**config.mk**
```make
export PLATFORM = sky130hd
export DESIGN_NAME = sync_char_tx
export DESIGN_NICKNAME = d
export VERILOG_FILES = /design/src/rtl/sctx_pkg.sv /design/src/rtl/sctx_cfg.sv /design/src/rtl/sctx_hold.sv /design/src/rtl/sctx_seq.sv /design/src/rtl/sctx_shift.sv /design/src/rtl/sync_char_tx.sv
export SDC_FILE = /design/constraint.sdc
export NUM_CORES = 1
export LEC_CHECK = 0
export ABC_AREA = 1
export ABC_CLOCK_PERIOD_IN_PS = 2240
export BUFFER_PORTS_ARGS = -buffer_cell sky130_fd_sc_hd__buf_2
export CORE_MARGIN = 2
export CORE_UTILIZATION = 59
export DETAILED_ROUTE_END_ITERATION = 8
export GPL_TIMING_DRIVEN = 0
export PLACE_DENSITY = 0.79
export SETUP_SLACK_MARGIN = 0.1
export SLEW_MARGIN = 15
export SYNTH_ARGS = -nofsm -noshare
export SYNTH_HDL_FRONTEND = slang
export SYNTH_HIERARCHICAL = 1
export SYNTH_SLANG_ARGS = --single-unit
```
**constraint.sdc**
```tcl
create_clock -name clk -period 2.24 [get_ports clk]
set_clock_uncertainty 0.2 [all_clocks]
set_input_delay 0.112 -clock clk [delete_from_list [all_inputs] [get_ports clk]]
set_output_delay 0.112 -clock clk [all_outputs]
set_load 0.01 [all_outputs]
```
**src/rtl/sctx_pkg.sv**
```systemverilog
`timescale 1ns/1ps
package sctx_pkg;
  typedef enum logic [1:0] {
    SRC_SYNC1 = 2'd0,
    SRC_SYNC2 = 2'd1,
    SRC_DATA  = 2'd2
  } src_e;

  typedef struct packed {
    logic       en;
    logic       dbl;
    logic       odd;
    logic       pe;
    logic [1:0] len;
  } mode_t;

  localparam int unsigned MODE_W = $bits(mode_t);
endpackage

```
**src/rtl/sctx_cfg.sv**
```systemverilog
`timescale 1ns/1ps
module sctx_cfg
  import sctx_pkg::*;
#(
  parameter int unsigned CHAR_W = 8
) (
  input  logic              clk,
  input  logic              rst_n,
  input  logic              we,
  input  logic [1:0]        addr,
  input  logic [CHAR_W-1:0] wdata,
  output mode_t             mode,
  output logic [CHAR_W-1:0] sync1,
  output logic [CHAR_W-1:0] sync2
);
  mode_t             mode_q, mode_d;
  logic [CHAR_W-1:0] s1_q, s1_d, s2_q, s2_d;

  always_comb begin
    mode_d = mode_q;
    s1_d   = s1_q;
    s2_d   = s2_q;
    if (we) begin
      unique case (addr)
        2'd0:    mode_d = mode_t'(wdata[MODE_W-1:0]);
        2'd1:    s1_d   = wdata;
        2'd2:    s2_d   = wdata;
        default: ;
      endcase
    end
  end

  always_ff @(posedge clk or negedge rst_n) begin
    if (!rst_n) begin
      mode_q <= '0;
      s1_q   <= '0;
      s2_q   <= '0;
    end else begin
      mode_q <= mode_d;
      s1_q   <= s1_d;
      s2_q   <= s2_d;
    end
  end

  assign mode  = mode_q;
  assign sync1 = s1_q;
  assign sync2 = s2_q;
endmodule

```
**src/rtl/sctx_hold.sv**
```systemverilog
`timescale 1ns/1ps
module sctx_hold #(
  parameter int unsigned CHAR_W = 8
) (
  input  logic              clk,
  input  logic              rst_n,
  input  logic              we,
  input  logic [CHAR_W-1:0] wdata,
  input  logic              drain,
  output logic              full,
  output logic [CHAR_W-1:0] data
);
  logic              full_q, full_d;
  logic [CHAR_W-1:0] data_q, data_d;

  always_comb begin
    full_d = full_q;
    data_d = data_q;
    if (drain) full_d = 1'b0;
    if (we && !full_q) begin
      full_d = 1'b1;
      data_d = wdata;
    end
  end

  always_ff @(posedge clk or negedge rst_n) begin
    if (!rst_n) begin
      full_q <= 1'b0;
      data_q <= '0;
    end else begin
      full_q <= full_d;
      data_q <= data_d;
    end
  end

  assign full = full_q;
  assign data = data_q;

  assert_ignored_write_R9: assert property (@(posedge clk) disable iff (!rst_n)
    (full_q && we) |=> $stable(data_q));
endmodule

```
**src/rtl/sctx_seq.sv**
```systemverilog
`timescale 1ns/1ps
module sctx_seq
  import sctx_pkg::*;
(
  input  logic clk,
  input  logic rst_n,
  input  logic en,
  input  logic dbl,
  input  logic hold_full,
  input  logic load,
  output src_e src
);
  logic pend_q, pend_d;

  always_comb begin
    if (pend_q)         src = SRC_SYNC2;
    else if (hold_full) src = SRC_DATA;
    else                src = SRC_SYNC1;
  end

  always_comb begin
    pend_d = pend_q;
    if (!en)       pend_d = 1'b0;
    else if (load) pend_d = (src == SRC_SYNC1) && dbl;
  end

  always_ff @(posedge clk or negedge rst_n) begin
    if (!rst_n) pend_q <= 1'b0;
    else        pend_q <= pend_d;
  end

  assert_pair_complete_R7: assert property (@(posedge clk) disable iff (!rst_n)
    (load && en && dbl && src == SRC_SYNC1) |=> (src == SRC_SYNC2));
endmodule

```
**src/rtl/sctx_shift.sv**
```systemverilog
`timescale 1ns/1ps
module sctx_shift #(
  parameter int unsigned CHAR_W = 8
) (
  input  logic              clk,
  input  logic              rst_n,
  input  logic              en,
  input  logic              pe,
  input  logic              odd,
  input  logic [1:0]        len_sel,
  input  logic              bit_ce,
  input  logic [CHAR_W-1:0] chr,
  input  logic              is_data,
  output logic              load,
  output logic              txd,
  output logic              data_busy
);
  localparam int unsigned FRM_W   = CHAR_W + 1;
  localparam int unsigned CNT_W   = $clog2(FRM_W + 1);
  localparam int unsigned MIN_LEN = CHAR_W - 3;

  logic [FRM_W-1:0]  sh_q, sh_d, frame;
  logic [CNT_W-1:0]  cnt_q, cnt_d, len, nbits;
  logic              txd_q, txd_d, dat_q, dat_d;
  logic [CHAR_W-1:0] masked;
  logic              par;

  always_comb begin
    len = CNT_W'(MIN_LEN) + CNT_W'(len_sel);
    for (int i = 0; i < CHAR_W; i++) begin
      masked[i] = chr[i] & (CNT_W'(i) < len);
    end
    par   = (^masked) ^ odd;
    frame = {1'b0, masked};
    if (pe) frame[len] = par;
    nbits = len + CNT_W'(pe);
  end

  assign load = en && bit_ce && (cnt_q == '0);

  always_comb begin
    txd_d = txd_q;
    sh_d  = sh_q;
    cnt_d = cnt_q;
    dat_d = dat_q;
    if (!en) begin
      txd_d = 1'b1;
      sh_d  = '0;
      cnt_d = '0;
      dat_d = 1'b0;
    end else if (load) begin
      txd_d = frame[0];
      sh_d  = frame >> 1;
      cnt_d = nbits - CNT_W'(1);
      dat_d = is_data;
    end else if (bit_ce) begin
      txd_d = sh_q[0];
      sh_d  = sh_q >> 1;
      cnt_d = cnt_q - CNT_W'(1);
    end
  end

  always_ff @(posedge clk or negedge rst_n) begin
    if (!rst_n) begin
      txd_q <= 1'b1;
      sh_q  <= '0;
      cnt_q <= '0;
      dat_q <= 1'b0;
    end else begin
      txd_q <= txd_d;
      sh_q  <= sh_d;
      cnt_q <= cnt_d;
      dat_q <= dat_d;
    end
  end

  assign txd       = txd_q;
  assign data_busy = dat_q && (cnt_q != '0);

  assert_idle_high_R2: assert property (@(posedge clk) disable iff (!rst_n)
    !en |=> txd_q);
  assert_bit_hold_R3: assert property (@(posedge clk) disable iff (!rst_n)
    (en && !bit_ce) |=> $stable(txd_q));
  assert_count_range_R4: assert property (@(posedge clk) disable iff (!rst_n)
    cnt_q < CNT_W'(FRM_W));
endmodule

```
**src/rtl/sync_char_tx.sv**
```systemverilog
`timescale 1ns/1ps
module sync_char_tx
  import sctx_pkg::*;
#(
  parameter int unsigned CHAR_W = 8
) (
  input  logic              clk,
  input  logic              rst_n,
  input  logic              cfg_we,
  input  logic [1:0]        cfg_addr,
  input  logic [CHAR_W-1:0] cfg_wdata,
  input  logic              dat_we,
  input  logic [CHAR_W-1:0] dat_wdata,
  input  logic              bit_ce,
  output logic              txd,
  output logic              tx_ready,
  output logic              tx_empty
);
  logic [1:0]        rst_sync;
  logic              rst_i;
  mode_t             mode;
  logic [CHAR_W-1:0] sync1, sync2, hold_data, chr;
  logic              hold_full, load, drain, data_busy;
  src_e              src;

  always_ff @(posedge clk or negedge rst_n) begin
    if (!rst_n) rst_sync <= 2'b00;
    else        rst_sync <= {rst_sync[0], 1'b1};
  end
  assign rst_i = rst_sync[1];

  sctx_cfg #(.CHAR_W(CHAR_W)) u_cfg (
    .clk(clk), .rst_n(rst_i), .we(cfg_we), .addr(cfg_addr), .wdata(cfg_wdata),
    .mode(mode), .sync1(sync1), .sync2(sync2)
  );

  assign drain = load && (src == SRC_DATA);

  sctx_hold #(.CHAR_W(CHAR_W)) u_hold (
    .clk(clk), .rst_n(rst_i), .we(dat_we), .wdata(dat_wdata), .drain(drain),
    .full(hold_full), .data(hold_data)
  );

  sctx_seq u_seq (
    .clk(clk), .rst_n(rst_i), .en(mode.en), .dbl(mode.dbl),
    .hold_full(hold_full), .load(load), .src(src)
  );

  always_comb begin
    unique case (src)
      SRC_DATA:  chr = hold_data;
      SRC_SYNC2: chr = sync2;
      default:   chr = sync1;
    endcase
  end

  sctx_shift #(.CHAR_W(CHAR_W)) u_shift (
    .clk(clk), .rst_n(rst_i), .en(mode.en), .pe(mode.pe), .odd(mode.odd),
    .len_sel(mode.len), .bit_ce(bit_ce), .chr(chr), .is_data(src == SRC_DATA),
    .load(load), .txd(txd), .data_busy(data_busy)
  );

  assign tx_ready = !hold_full;
  assign tx_empty = !hold_full && !data_busy;

  assert_ready_on_transfer_R8: assert property (@(posedge clk) disable iff (!rst_i)
    drain |=> tx_ready);
endmodule

```
* Yosys cells after proc, flatten, opt, wreduce, memory -nomap -nowiden *
Cells that the tools add are included.

storage, ports and cells
  register bits after elaboration = 49
  output and inout port bits = 3
  input bits = 23
  logic and storage cells = 85

operators by class
  magnitude comparators = 10
  add/subtract/negate cells = 4
  reductions and logical operators = 19
  eq/ne operators = 6
  bitwise operators = 9
  muxes and demuxes = 22

operators with widths
  cell                                                                                  number
  9-bit 2-to-1 mux                                                                      4
  3-bit by 4-bit less-than comparator with 1-bit output (first input constant)          4
  8-bit case mux with 2 select lines                                                    1
  4-bit 2-to-1 mux                                                                      3
  1-bit 2-to-1 mux                                                                      10
  9-bit bitwise mux                                                                     1
  1-bit AND                                                                             8
  1-bit logical AND                                                                     8
  1-bit by 4-bit less-than comparator with 1-bit output (first input constant)          2
  2-bit by 4-bit less-than comparator with 1-bit output (first input constant)          2
  8-bit parity                                                                          1
  4-bit by 1-bit subtractor with 4-bit output (second input constant)                   2
  2-bit AND reduction                                                                   3
  4-bit by 5-bit less-than comparator with 1-bit output (second input constant)         1
  3-bit by 2-bit adder with 4-bit output (first input constant)                         1
  4-bit by 1-bit adder with 4-bit output                                                1
  1-bit demux with 4-bit select                                                         1
  2-bit by 1-bit == test with 1-bit output (second input constant)                      2
  2-bit == test (second input constant)                                                 2
  4-bit by 1-bit greater-or-equal comparator with 1-bit output (second input constant)  1
  2-bit zero test                                                                       2
  4-bit zero test                                                                       1
  2-bit 2-to-1 mux                                                                      2
  4-bit nonzero test                                                                    1
  other kinds (5)                                                                       6

* Depth between registers and ports, before layout *
  depth in word-level cells = 11
  depth in mapped cells = 23

* Cells and area by module *
Netlist, hierarchy kept.

by module, submodules not included
  module        area an instance (µm²)  cells an instance  sequential area each (µm²)  instances
  sctx_shift    1122.3                  160                351.6                       1
  sctx_cfg      975.9                   99                 550.5                       1
  sctx_hold     356.6                   37                 225.2                       1
  sync_char_tx  320.3                   63                 50.0                        1
  sctx_seq      71.3                    9                  25.0                        1

* Least setup slack after synthesis *
No wires, ideal clock.

  kind = reg-to-reg
  start point = register u_hold.full_q (netlist: u_hold/full)
  end point = register u_shift.sh_q[4]
  buffers on the path = 1
  setup time = 0.116 ns
  stages on the path, launching flop included = 18
  arrival = 1.835 ns
  setup slack = 0.089 ns
  required time = 1.924 ns
  period minus slack after synthesis = 2.151 ns
  cells stage by stage = dfrtp_1 > nand2_2 > inv_1 > ha_1 > buf_4 > inv_6 > nand2_1 > nand2_1 > nand2_2 > or2_0 > nand2_1 > nand3_2 > nand3_1 > nand2_2 > nand2_1 > nand2_1 > nand2_1 > nand2_1

between the ends
  cells in the longest elaborated chain, start to end = 11

RTL lines
  element                                                                           line                text
  start, declared                                                                   sctx_hold.sv:13     logic full_q, full_d;
  start signal, assigned                                                            sctx_hold.sv:31     full_q <= full_d;
  2-bit 2-to-1 mux *                                                                sctx_seq.sv:17      else if (hold_full) src = SRC_DATA;
  2-bit 2-to-1 mux *                                                                sctx_seq.sv:16      if (pend_q) src = SRC_SYNC2;
  named net src[1]                                                                  sync_char_tx.sv:24  src_e src;
  2-bit by 1-bit == test with 1-bit output / 2-bit == test (equally long branches)  sync_char_tx.sv:50  unique case (src)
  8-bit case mux with 2 select lines *                                              sync_char_tx.sv:50
  named net chr[7]                                                                  sync_char_tx.sv:22  logic [CHAR_W-1:0] sync1, sync2, hold_data, chr;
  1-bit AND *                                                                       sctx_shift.sv:31    masked[i] = chr[i] & (CNT_W'(i) < len);
  8-bit parity *                                                                    sctx_shift.sv:33    par = (^masked) ^ odd;
  1-bit XOR *                                                                       sctx_shift.sv:33
  9-bit bitwise mux *                                                               sctx_shift.sv:35    if (pe) frame[len] = par;
  9-bit 2-to-1 mux *                                                                sctx_shift.sv:35
  9-bit 2-to-1 mux *                                                                sctx_shift.sv:51    end else if (load) begin
  9-bit 2-to-1 mux *                                                                sctx_shift.sv:46    if (!en) begin
  end signal, assigned                                                              sctx_shift.sv:66    sh_q <= '0;
  end signal, assigned                                                              sctx_shift.sv:71    sh_q <= sh_d;
  end, declared                                                                     sctx_shift.sv:22    logic [FRM_W-1:0] sh_q, sh_d, frame;

Mark *: on every way through the listed nets, which the timed path passes. The rest lies on a longest branch.
A chain may end at the register's enable or synchronous reset.

* Final worst setup path *
  start point = register u_seq.pend_q
  end point = register u_shift.sh_q[4]

between the ends
  cells in the longest elaborated chain, start to end = 10

RTL lines
  element                                                                           line                text
  start, declared                                                                   sctx_seq.sv:13      logic pend_q, pend_d;
  start signal, assigned                                                            sctx_seq.sv:29      else pend_q <= pend_d;
  2-bit 2-to-1 mux *                                                                sctx_seq.sv:16
  named net src[1]                                                                  sync_char_tx.sv:24
  2-bit by 1-bit == test with 1-bit output / 2-bit == test (equally long branches)  sync_char_tx.sv:50
  8-bit case mux with 2 select lines *                                              sync_char_tx.sv:50
  named net chr[3]                                                                  sync_char_tx.sv:22
  1-bit AND *                                                                       sctx_shift.sv:31
  8-bit parity *                                                                    sctx_shift.sv:33
  1-bit XOR *                                                                       sctx_shift.sv:33
  9-bit bitwise mux *                                                               sctx_shift.sv:35
  9-bit 2-to-1 mux *                                                                sctx_shift.sv:35
  9-bit 2-to-1 mux *                                                                sctx_shift.sv:51
  9-bit 2-to-1 mux *                                                                sctx_shift.sv:46

Marked as above.

==> impl_metrics.csv <==
group,metric,value,unit
drt,routed-via-count,2849,
floorplan,die_height,73.5,um
final_layout,design.final.nets,492,
final_layout,fraction_of_final_layout_cells_sized_beyond_drive_strength_1,26.9,%
worst_hold_path,timing.hold.worst.class,"reg2async",
synthesis,synth_seq_cells,48,
floorplan,fp.dieW,73.5,um
global_routing,gr-usage-all-layers,29.1,%
synthesis,yosysUniqueCellTypes,32,
power,total_switching_power,1.64,mW
setup_path,cp.required,2.23,ns
timing,grt_setup_unrepaired,"yes",
floorplan,ioPinCount,26,
drt,detail-route-antenna-nets,0,
setup_path,timing.critical_path.cells,"inv_1, nand2_2, inv_2, ha_4, buf_6, clkinv_8, nand2_4, nand2_4, nor2_2, nor2_2, nand2_2, nand2_2, nand2_2, nand2_1, nand2_1, nand2_2, nand2_1, nand2_1, nand2_1, nand2_1",
timing,setup_violations,5,
synthesis,mappedNetlistArea,2850,um2
synthesis,avgSynthCellArea,7.74,um2
setup_path,timing.critical_path.to_type,"flip-flop",
setup_path,critical_path.n_buffers_inverters,4,
global_routing,grt_antenna_before_repair,0,
setup_path,slowest_delay,0.42,ns
power,power_frac_comb,51.4,%
power,pwr_density_cell,1020,nW/um2
cts,clock_insertion_delay_worst_skew,0.30,ns
outcome,violations,"negative setup slack",
run,max_cap_viol_count,0,
placement,detailedPlace.worstSlack,-0.120,ns
timing,max_slew_margin,61.9,%
global_routing,grt_remaining_overflow,0,
drt,vias_per_cell,5.58,
synthesis,synth_top_family_by_area,"simple AND/OR/NAND/NOR gates",
synthesis,post_synth_xor_area_fraction,0.615,%
synthesis,post_synth_inst_count,368,
cts,clock_path_buffers,2,
drt,drt_first_iter_violations,197,
power,sw_frac_of_total,41.7,%
setup_path,crit_path_frequent_cell,"sky130_fd_sc_hd__nand2_1",
setup_path,worst_setup_path_start_kind,"flip-flop",
timing,fin_worst_hold_slack,0.0680,ns
timing,slew_viol_final,0,
power,share_clk_of_total_power,17.0,%
power,cellInternalPower,2.30,mW
synthesis,synth_warnings,6,
setup_path,r2r_slack,-0.20,ns
setup_path,crit_family,"simple AND/OR/NAND/NOR gates",
setup_path,path_class,"reg2reg",
setup_path,critical_path.max_fanout,8,
setup_path,arrival,2.43,ns
timing,report.final.hold_viol_count,0,
synthesis,synth.net_count,404,
synthesis,synth-compound-area-share,5.27,%
outcome,run_status,"complete, but fails checks",
synthesis,synth_simple_gate_area_share,36.5,%
floorplan,placementRows,25,
synthesis,yosysSeqAreaShare,42.2,%
power,pwr-share-seq,31.6,%
timing,worst_slew_pin_slew,0.572,ns
drt,detail_route.drc_violations,0,
setup_path,r2r.worst_path.cells,20,
placement,placed_cells_incl_taps,446,
timing,layout_setup_ws,-0.199,ns
drt,wirelength,7840,um
global_routing,grt_max_degree,26,
drt,drt_first_pass_iters,5,
power,static-leakage-power,2.01,nW
cts,clk_transition_reported_paths,0.09,ns
timing,max_freq,410,MHz
setup_path,cpMaxStageDelayCell,"sky130_fd_sc_hd__dfrtp_1",
power,worst_vdd_drop,0.460,mV
setup_path,critical_path.reg2reg.startpoint,"u_seq/pend_q",
timing,total_negative_setup_slacks,-0.612,ns
placement,hpwlAfterDp,4480,um
placement,gp_congestion,0.851,
cts,clock_tree_from_tritoncts,"built",
cts,cts_root_buffer,"sky130_fd_sc_hd__clkbuf_8",
cts,cts_made_buffers,5,
global_routing,first_pass_grt_wire_length,12000,um
floorplan,initial_core_util,60.7,%
cts,h_tree_level_count,2,
timing,post_layout_minimum_cycle_time,2.44,ns
final_layout,layout-area-overhead-vs-synth,35.3,%
synthesis,synthAdderAreaFrac,5.71,%
timing,final_min_period_over_clock_period,109,%
setup_path,rr_endpoint,"u_shift/sh_q[4]",
floorplan,fp.dieArea,5400,um2
final_layout,final_core_util,82.1,%
final_layout,diodes,0,
cts,cts_sink_count,48,
synthesis,synth.area.mux_share,0,%
drt,routed_length_per_instance,15.3,um
final_layout,finish.cell_count_without_fillers,511,
placement,io_buffer_count,23,
floorplan,core_region_area,4690,um2
global_routing,grt_pass1_vias,2637,
layer usage:
layer	part of all wire (%)	vias up	track usage, %
met4	1.9	0	9.09
li1	-	1347	-
met1	41	1369	36.8
met3	4.8	21	3.98
met2	52	112	51.2
met5	0	-	0
placed cells by master (no fill, tap or decap), drive strengths merged, types with 2 or more instances in the layout:
| cell | count |
|---|---|
| o221ai | 2 |
| clkinv | 2 |
| dlygate4sd3 | 39 |
| nand4 | 17 |
| ha | 13 |
| o21ai | 5 |
| o22ai | 2 |
| nand3 | 23 |
| nor2 | 13 |
| nand2 | 174 |
| buf | 53 |
| a31oi | 2 |
| a21oi | 6 |
| clkbuf | 6 |
| dfrtp | 47 |
| inv | 39 |
| o211ai | 4 |
| o31ai | 2 |
worst max-delay path by stage:
| stage | startpoint | end | slack (ns) | cells past startpoint |
|---|---|---|---|---|
| 2_1_floorplan | u_hold/full | u_shift/sh_q[4] | 0.10 | 17 |
| 3_3_place_gp | u_hold/full | u_shift/sh_q[4] | -0.07 | 17 |
| 3_5_place_dp | u_seq/pend_q | u_shift/sh_q[6] | -0.12 | 21 |
| 4_1_cts | u_seq/pend_q | u_shift/sh_q[6] | -0.05 | 21 |
| 5_1_grt | u_seq/pend_q | u_shift/sh_q[4] | -0.34 | 22 |
| 6_report | u_seq/pend_q | u_shift/sh_q[4] | -0.20 | 20 |
power groups by stage:
stage               sequential [mW]  clock, mW  combinational, mW
floorplan                      1.21          0               1.07
global placement               1.25          0               1.31
detailed placement             1.25          0               1.37
CTS                            1.23      0.673               1.72
global route                   1.27      0.718               2.20
finish                         1.25      0.669               2.03
final cells by class:
cell class                 count  area, um2
multi-input combinational    269       1490
sequential                    48       1200
fill                         279        841
timing repair buffer          82        693
inverter                      40        163
buffer                        10        113
clock buffer                   6       82.6
tap                           54       67.6
clock inverter                 2       38.8
worst register-to-register path: cells and delay by family, from the launching register on:
family / cells / cell delay, ns
fa+ha+maj: 1 / 0.28
buf+inv: 4 / 0.35
flops: 1 / 0.42
simple gates: 15 / 1.08
what timing repair did:
action | CTS | global route
pin swaps | 19 | 8
resized for setup | 28 | 25
buffers inserted | 14 | 9
gates cloned | 1 | 1
hold buffers | 39 | 0
hold endpoints to repair | 39 | 0
endpoints found under the setup margin | 4 | 5
sequential cells by signal, summed over array words and instances (netlist names):
name	count
u_shift/dat_q	1
u_cfg/sync1	8
u_cfg/mode	6
rst_sync	2
u_hold/data	8
u_cfg/sync2	8
u_shift/sh_q	8
u_seq/pend_q	1
u_hold/full	1
u_shift/txd	1
u_shift/cnt_q	4
cells by family after synthesis:
group / after synthesis
flops: 48
simple gates: 229
buf+inv: 51
xor+xnor: 2
other cells: 1
fa+ha+maj: 13
compound gates: 24
stage by stage:
stage / instance area [um2] / power, mW
floorplan: 2850 / 2.28
global placement: 3030 / 2.56
detailed placement: 3060 / 2.62
CTS: 3740 / 3.62
global route: 3850 / 4.19
finish: 3850 / 3.94
synthesized netlist by cell type:
cell type / n / area, um2
sky130_fd_sc_hd__nor2_4: 1 / 11.3
sky130_fd_sc_hd__nand2_4: 2 / 22.5
sky130_fd_sc_hd__ha_1: 13 / 163
sky130_fd_sc_hd__xor2_1: 1 / 8.76
sky130_fd_sc_hd__nand3_2: 2 / 20.0
sky130_fd_sc_hd__nor2_1: 9 / 33.8
sky130_fd_sc_hd__nand3_4: 3 / 52.6
sky130_fd_sc_hd__nor3_1: 1 / 5.00
sky130_fd_sc_hd__nand4_1: 17 / 106
sky130_fd_sc_hd__or2_0: 1 / 6.26
sky130_fd_sc_hd__o21ai_0: 5 / 25.0
sky130_fd_sc_hd__dfstp_2: 1 / 26.3
sky130_fd_sc_hd__o211ai_1: 4 / 30.0
sky130_fd_sc_hd__buf_6: 9 / 101
sky130_fd_sc_hd__dfrtp_1: 47 / 1180
sky130_fd_sc_hd__buf_4: 2 / 15.0
sky130_fd_sc_hd__o21bai_1: 1 / 7.51
sky130_fd_sc_hd__nor2_2: 2 / 12.5
sky130_fd_sc_hd__conb_1: 1 / 3.75
sky130_fd_sc_hd__inv_1: 33 / 124
sky130_fd_sc_hd__nand3_1: 18 / 90.1
sky130_fd_sc_hd__nand2_2: 5 / 31.3
sky130_fd_sc_hd__inv_2: 6 / 22.5
sky130_fd_sc_hd__inv_6: 1 / 8.76
sky130_fd_sc_hd__a21oi_1: 6 / 30.0
sky130_fd_sc_hd__nand2_1: 167 / 627
sky130_fd_sc_hd__xnor2_1: 1 / 8.76
sky130_fd_sc_hd__a31oi_1: 2 / 12.5
sky130_fd_sc_hd__nor2_8: 1 / 20.0
sky130_fd_sc_hd__o31ai_1: 2 / 15.0
sky130_fd_sc_hd__o22ai_1: 2 / 12.5
sky130_fd_sc_hd__o221ai_1: 2 / 17.5
No activity file was read; power rests on OpenSTA's default activity.
